--- src/rtl/ins_duel_pkg.sv ---
package ins_duel_pkg;

  // Role of a set in the duel between the two insertion policies.
  typedef enum logic [1:0] {
    KIND_FOLLOW    = 2'd0,
    KIND_LEAD_HEAD = 2'd1,
    KIND_LEAD_BIMO = 2'd2
  } set_kind_e;

  // Registered decision presented at the block's output.
  typedef struct packed {
    logic vld;
    logic head;
  } ins_dec_t;

endpackage

--- src/rtl/ins_set_classify.sv ---
module ins_set_classify
  import ins_duel_pkg::*;
#(
  parameter int unsigned SET_W      = 10,
  parameter int unsigned LEADER_OFS = 0
) (
  input  logic [SET_W-1:0] set_idx,
  output set_kind_e        kind
);

  localparam int unsigned HALF = SET_W / 2;
  localparam logic [HALF-1:0] OFS_V = HALF'(LEADER_OFS);

  logic [HALF-1:0] hi_f;
  logic [HALF-1:0] lo_f;
  logic            eq_same;
  logic            eq_inv;

  // With an odd width the top bit is left out of the comparison.
  generate
    if ((SET_W % 2) == 0) begin : g_even
      assign hi_f = set_idx[SET_W-1 -: HALF];
    end else begin : g_odd
      logic unused_top;
      assign unused_top = set_idx[SET_W-1];
      assign hi_f = set_idx[SET_W-2 -: HALF];
    end
  endgenerate

  assign lo_f    = set_idx[HALF-1:0] ^ OFS_V;
  assign eq_same = (hi_f == lo_f);
  assign eq_inv  = (hi_f == ~lo_f);

  always_comb begin
    if (eq_same)     kind = KIND_LEAD_HEAD;
    else if (eq_inv) kind = KIND_LEAD_BIMO;
    else             kind = KIND_FOLLOW;
  end

endmodule

--- src/rtl/ins_lfsr.sv ---
module ins_lfsr #(
  parameter int unsigned     LFSR_W   = 16,
  parameter logic [LFSR_W-1:0] TAPS   = 16'hB400,
  parameter logic [LFSR_W-1:0] SEED   = 16'hACE1,
  parameter int unsigned     RND_BITS = 5
) (
  input  logic              clk,
  input  logic              rst,
  input  logic              adv,
  output logic              draw_hit,
  output logic [LFSR_W-1:0] state
);

  logic [LFSR_W-1:0] state_q;
  logic              fb;

  assign fb = ^(state_q & TAPS);

  always_ff @(posedge clk) begin
    if (rst)      state_q <= SEED;
    else if (adv) state_q <= {state_q[LFSR_W-2:0], fb};
  end

  // Low bits all zero: probability 2^-RND_BITS per draw.
  assign draw_hit = (state_q[RND_BITS-1:0] == '0);
  assign state    = state_q;

endmodule

--- src/rtl/ins_psel_ctr.sv ---
module ins_psel_ctr #(
  parameter int unsigned CNT_W = 10
) (
  input  logic             clk,
  input  logic             rst,
  input  logic             inc,
  input  logic             dec,
  output logic             top_bit,
  output logic [CNT_W-1:0] value
);

  localparam logic [CNT_W-1:0] CNT_MAX = '1;
  localparam logic [CNT_W-1:0] CNT_MID = {1'b1, {(CNT_W-1){1'b0}}};

  logic [CNT_W-1:0] cnt_q;

  always_ff @(posedge clk) begin
    if (rst) begin
      cnt_q <= CNT_MID;
    end else if (inc && !dec) begin
      if (cnt_q != CNT_MAX) cnt_q <= cnt_q + 1'b1;
    end else if (dec && !inc) begin
      if (cnt_q != '0) cnt_q <= cnt_q - 1'b1;
    end
  end

  assign top_bit = cnt_q[CNT_W-1];
  assign value   = cnt_q;

endmodule

--- src/rtl/ins_duel_ctrl.sv ---
module ins_duel_ctrl
  import ins_duel_pkg::*;
#(
  parameter int unsigned       SET_W      = 10,
  parameter int unsigned       CNT_W      = 10,
  parameter int unsigned       LFSR_W     = 16,
  parameter logic [LFSR_W-1:0] LFSR_TAPS  = 16'hB400,
  parameter logic [LFSR_W-1:0] LFSR_SEED  = 16'hACE1,
  parameter int unsigned       RND_BITS   = 5,
  parameter int unsigned       LEADER_OFS = 0
) (
  input  logic             clk,
  input  logic             rst,
  input  logic             acc_vld,
  input  logic             acc_miss,
  input  logic [SET_W-1:0] acc_set,
  output logic             ins_vld,
  output logic             ins_head
);

  set_kind_e         kind;
  logic              fill;
  logic              draw_hit;
  logic              psel_top;
  logic [CNT_W-1:0]  psel_val;
  logic [LFSR_W-1:0] lfsr_val;
  logic              head_d;
  ins_dec_t          dec_q;

  assign fill = acc_vld & acc_miss;

  ins_set_classify #(
    .SET_W      (SET_W),
    .LEADER_OFS (LEADER_OFS)
  ) u_class (
    .set_idx (acc_set),
    .kind    (kind)
  );

  ins_psel_ctr #(
    .CNT_W (CNT_W)
  ) u_psel (
    .clk     (clk),
    .rst     (rst),
    .inc     (fill && (kind == KIND_LEAD_HEAD)),
    .dec     (fill && (kind == KIND_LEAD_BIMO)),
    .top_bit (psel_top),
    .value   (psel_val)
  );

  ins_lfsr #(
    .LFSR_W   (LFSR_W),
    .TAPS     (LFSR_TAPS),
    .SEED     (LFSR_SEED),
    .RND_BITS (RND_BITS)
  ) u_rng (
    .clk      (clk),
    .rst      (rst),
    .adv      (fill),
    .draw_hit (draw_hit),
    .state    (lfsr_val)
  );

  always_comb begin
    unique case (kind)
      KIND_LEAD_HEAD: head_d = 1'b1;
      KIND_LEAD_BIMO: head_d = draw_hit;
      default:        head_d = psel_top ? draw_hit : 1'b1;
    endcase
  end

  always_ff @(posedge clk) begin
    if (rst) begin
      dec_q <= '0;
    end else begin
      dec_q.vld  <= fill;
      dec_q.head <= fill & head_d;
    end
  end

  assign ins_vld  = dec_q.vld;
  assign ins_head = dec_q.head;

endmodule

--- config.mk ---
export PLATFORM = sky130hd
export DESIGN_NAME = ins_duel_ctrl
export DESIGN_NICKNAME = d
export VERILOG_FILES = /design/src/rtl/ins_duel_pkg.sv /design/src/rtl/ins_set_classify.sv /design/src/rtl/ins_lfsr.sv /design/src/rtl/ins_psel_ctr.sv /design/src/rtl/ins_duel_ctrl.sv
export SDC_FILE = /design/constraint.sdc
export NUM_CORES = 1
export LEC_CHECK = 0
export BUFFER_PORTS_ARGS = -buffer_cell sky130_fd_sc_hd__buf_2
export CAP_MARGIN = 20
export CORE_ASPECT_RATIO = 0.8
export CORE_UTILIZATION = 25
export DETAILED_ROUTE_END_ITERATION = 16
export HOLD_SLACK_MARGIN = 0.03
export SLEW_MARGIN = 30
export SYNTH_ARGS = -nofsm -noshare
export SYNTH_HDL_FRONTEND = slang
export SYNTH_HIERARCHICAL = 1
export SYNTH_SLANG_ARGS = --single-unit
--- constraint.sdc ---
create_clock -name clk -period 5.19 [get_ports clk]
set_clock_uncertainty 0.15 [all_clocks]
set_input_delay 0.2595 -clock clk [delete_from_list [all_inputs] [get_ports clk]]
set_output_delay 0.2595 -clock clk [all_outputs]
set_load 0.02 [all_outputs]
==> run summary <==
The flow ran to the end, and the final reports show no timing, DRC or antenna violations. TritonCTS built the clock tree. The clock insertion delay at the later pin of the skew report came out at 0.27 ns.

Among all stages on the critical path, the largest delay is contributed by or4_1. The tree is rooted in a clkbuf_8. The max-slew headroom at the worst pin came out at 0.488. The total internal power came out at 0.000360 W. The met3 demand-to-capacity share in global routing is 0.0123. Dividing the final minimum period by the clock period gives 0.655. Max-cap violations in this run came to 0. The global-route usage over all layers is 0.0932. The multi-input combinational cells in the finished layout cover a total of 988 sq um. The clock-pin slew of the registers on the worst-case setup and hold paths came out at 0.09 ns. The detailed placement HPWL is 2220 um. The area used by sequential logic in the layout is 561 sq um. The synthesized netlist cell count came out at 176.

The final-report max-slew violation count came out at 0. Of the total power, the clock network draws 0.361. The number of nets with antenna violations after routing is 0. The number of buffers inserted to repair setup after CTS is 0. The worst hold slack came out at 0.159 ns. The type of the worst setup path is in -> reg. The total number of clock tree sinks is 28. The switching component of the power came out at 0.000111 W. The remaining design rule violation count is 0. The die span in y came out at 74.3 um. The longest clock path from root to sink contains 2 buffers. The setup TNS is 0 ns. Based on the critical path, the design can be clocked at up to 294 MHz. The average cell area after synthesis is 9.29 sq um. IR analysis of the VDD net gives a maximum drop of 0.000108 V.

Of the total power, the share spent switching nets is 0.235. The weighted congestion at the end of routability-driven global placement came out at 0.809. The final wirelength is 2960 um.

The number of standard cells in the final layout excluding fillers came out at 270. Port buffering added 15 buffers. The total inserted antenna cells is 0. Across all layers, the routed design uses 1,245 vias. The number of failing hold endpoints at the final stage is 0. The warning count from the yosys run came out at 6.

The fill cell total of the finished layout came out at 635. The routed wire length per instance came out at 10.9 um. The required time of the critical path is 5.19 ns.

The final net count came out at 216. The die is 92.4 um wide. In the global route stage, met1 resource usage came out at 0.145. The number of placed I/O pins came out at 16. The via count of the first global-routing pass came to 1,073.

For this design, the CTS-stage hold fixing added 0 buffers. For this run, the detailed router's first-pass iteration total came to 4. The worst setup path is launched from an input port.

Of the total power, combinational logic draws 0.150. Using the TritonRoute via totals, the vias-per-cell ratio works out to 4.61. The total die area came out at 6870 sq um.

The slew at the pin closest to its max-slew limit is 0.767 ns. The critical path goes through buf_2 -> xor2_1 -> nor4_2 -> inv_1 -> ha_1 -> and3_1 -> inv_1 -> ha_1 -> inv_1 -> ha_1 -> nor2b_4 -> o31a_1 -> or4_1 -> a31oi_1 -> xor2_1 -> o22ai_1. The largest net degree at the start of global routing is 25. The signed area change from the synthesized netlist to the final layout is 11.7%.

For this configuration, the core starts out at a cell density of 0.268. In the final layout, the share of cells above drive strength 1 is 0.148. In this run, placement finished with an instance count of 266. The global-route congestion overflow total came out at 0. The data arrival time of the critical path came out at 3.40 ns. The standard-cell row count is 25. The number of CTS-inserted buffers is 3.

The final number of setup-violating endpoints is 0. The detailed router's first-iteration violation count is 74. The path class of the tightest hold or removal check is in -> reg. The floorplan core area is 6100 sq um. Post-CTS repair changed the size of 0 cells. The met2 routing resource usage after global routing came out at 0.130. The maximum fanout along the worst path came out at 9.

The initial antenna violation count came to 0. The mapped cell area is 1640 sq um. The endpoint kind of the worst setup timing path is a flip-flop.

The maximum cell stage delay along the critical path came out at 0.40 ns. The relative contribution of sequential cells to total power came out at 0.489. For this design the static power due to leakage is 0.709 nW. The design draws 0.000470 W. When the netlist entered floorplanning its net count stood at 202. In this run the number of H-tree levels came out at 1. The minimum clock period after layout came out at 3.40 ns. For this design the ratio of total power to cell area is 257 nW/um^2. After global routing, the most crowded layer is met1. Setup repair after global routing left no endpoint under its margin. The first global-routing pass estimated 5100 um of wire.
[routing by layer]
| layer | routed length (um) | share of wire | vias to the layer above |
|---|---|---|---|
| met2 | 1090 | 0.37 | 23 |
| met5 | 0 | 0 | - |
| met1 | 1720 | 0.58 | 569 |
| met3 | 119 | 0.040 | 2 |
| met4 | 25 | 0.0085 | 0 |
| li1 | - | - | 651 |
[per-stage QoR]
| stage | setup slack (ns) | util | area, sq um |
|---|---|---|---|
| 5_1_grt | 1.55 | 0.299 | 1830 |
| 6_report | 1.79 | 0.299 | 1830 |
| 3_3_place_gp | 1.56 | 0.288 | 1760 |
| 4_1_cts | 1.79 | 0.299 | 1830 |
| 3_5_place_dp | 1.50 | 0.288 | 1760 |
| 2_1_floorplan | 1.82 | - | 1640 |
[power by group through the flow]
stage	Combinational, W	Clock [W]	Sequential (W)
5_1_grt	0.0000785	0.000183	0.000231
3_3_place_gp	0.0000693	0	0.000235
3_5_place_dp	0.0000697	0	0.000235
6_report	0.0000705	0.000170	0.000230
2_1_floorplan	0.0000562	0	0.000234
4_1_cts	0.0000702	0.000174	0.000230
[registers in the layout, summed over array words and instances (netlist names)]
register	flops
u_rng/state	16
u_psel/value	10
ins_head	1
ins_vld	1
[critical path: cells and delay by family]
family,cells,cell delay [ns]
simple gates,4,1.00
fa+ha+maj,3,0.83
compound gates,3,0.57
buf+inv,4,0.42
xor+xnor,2,0.32
[path summary, 6_finish.rpt]
path,cells past startpoint,slack (ns),end,startpoint
setup / recovery,16,1.79,u_psel/value[8],acc_set[0]
hold / removal,3,0.16,ins_vld,acc_miss
setup reg to reg,7,2.93,u_psel/value[8],u_psel/value[2]
hold reg to reg,2,0.33,u_rng/state[7],u_rng/state[7]
[placed cells by master (no fill, tap or decap), types with 2 or more instances in the layout]
cell	count
dfxtp_1	28
nor2_1	21
mux2i_1	19
buf_2	15
nand2_1	12
ha_1	11
inv_1	8
xnor2_1	7
xor2_1	6
a21oi_1	5
a211oi_1	4
o21ai_0	4
clkbuf_8	3
nor3_1	3
a31oi_1	3
nand2b_1	3
and3_1	2
nor4_2	2
nor4_1	2
nand4_1	2
nand3_1	2
or2b_2	2
o22ai_1	2
a21o_1	2
o21a_1	2
or4_1	2
[layout make-up]
cell class	count	share of cell area
clock inverter	1	0.0164
clock buffer	3	0.0226
multi-input combinational	134	0.541
sequential	28	0.307
tap	81	0.0555
timing repair buffer	15	0.0411
inverter	8	0.0164
Note: power is estimated with default switching activity, not from simulation.
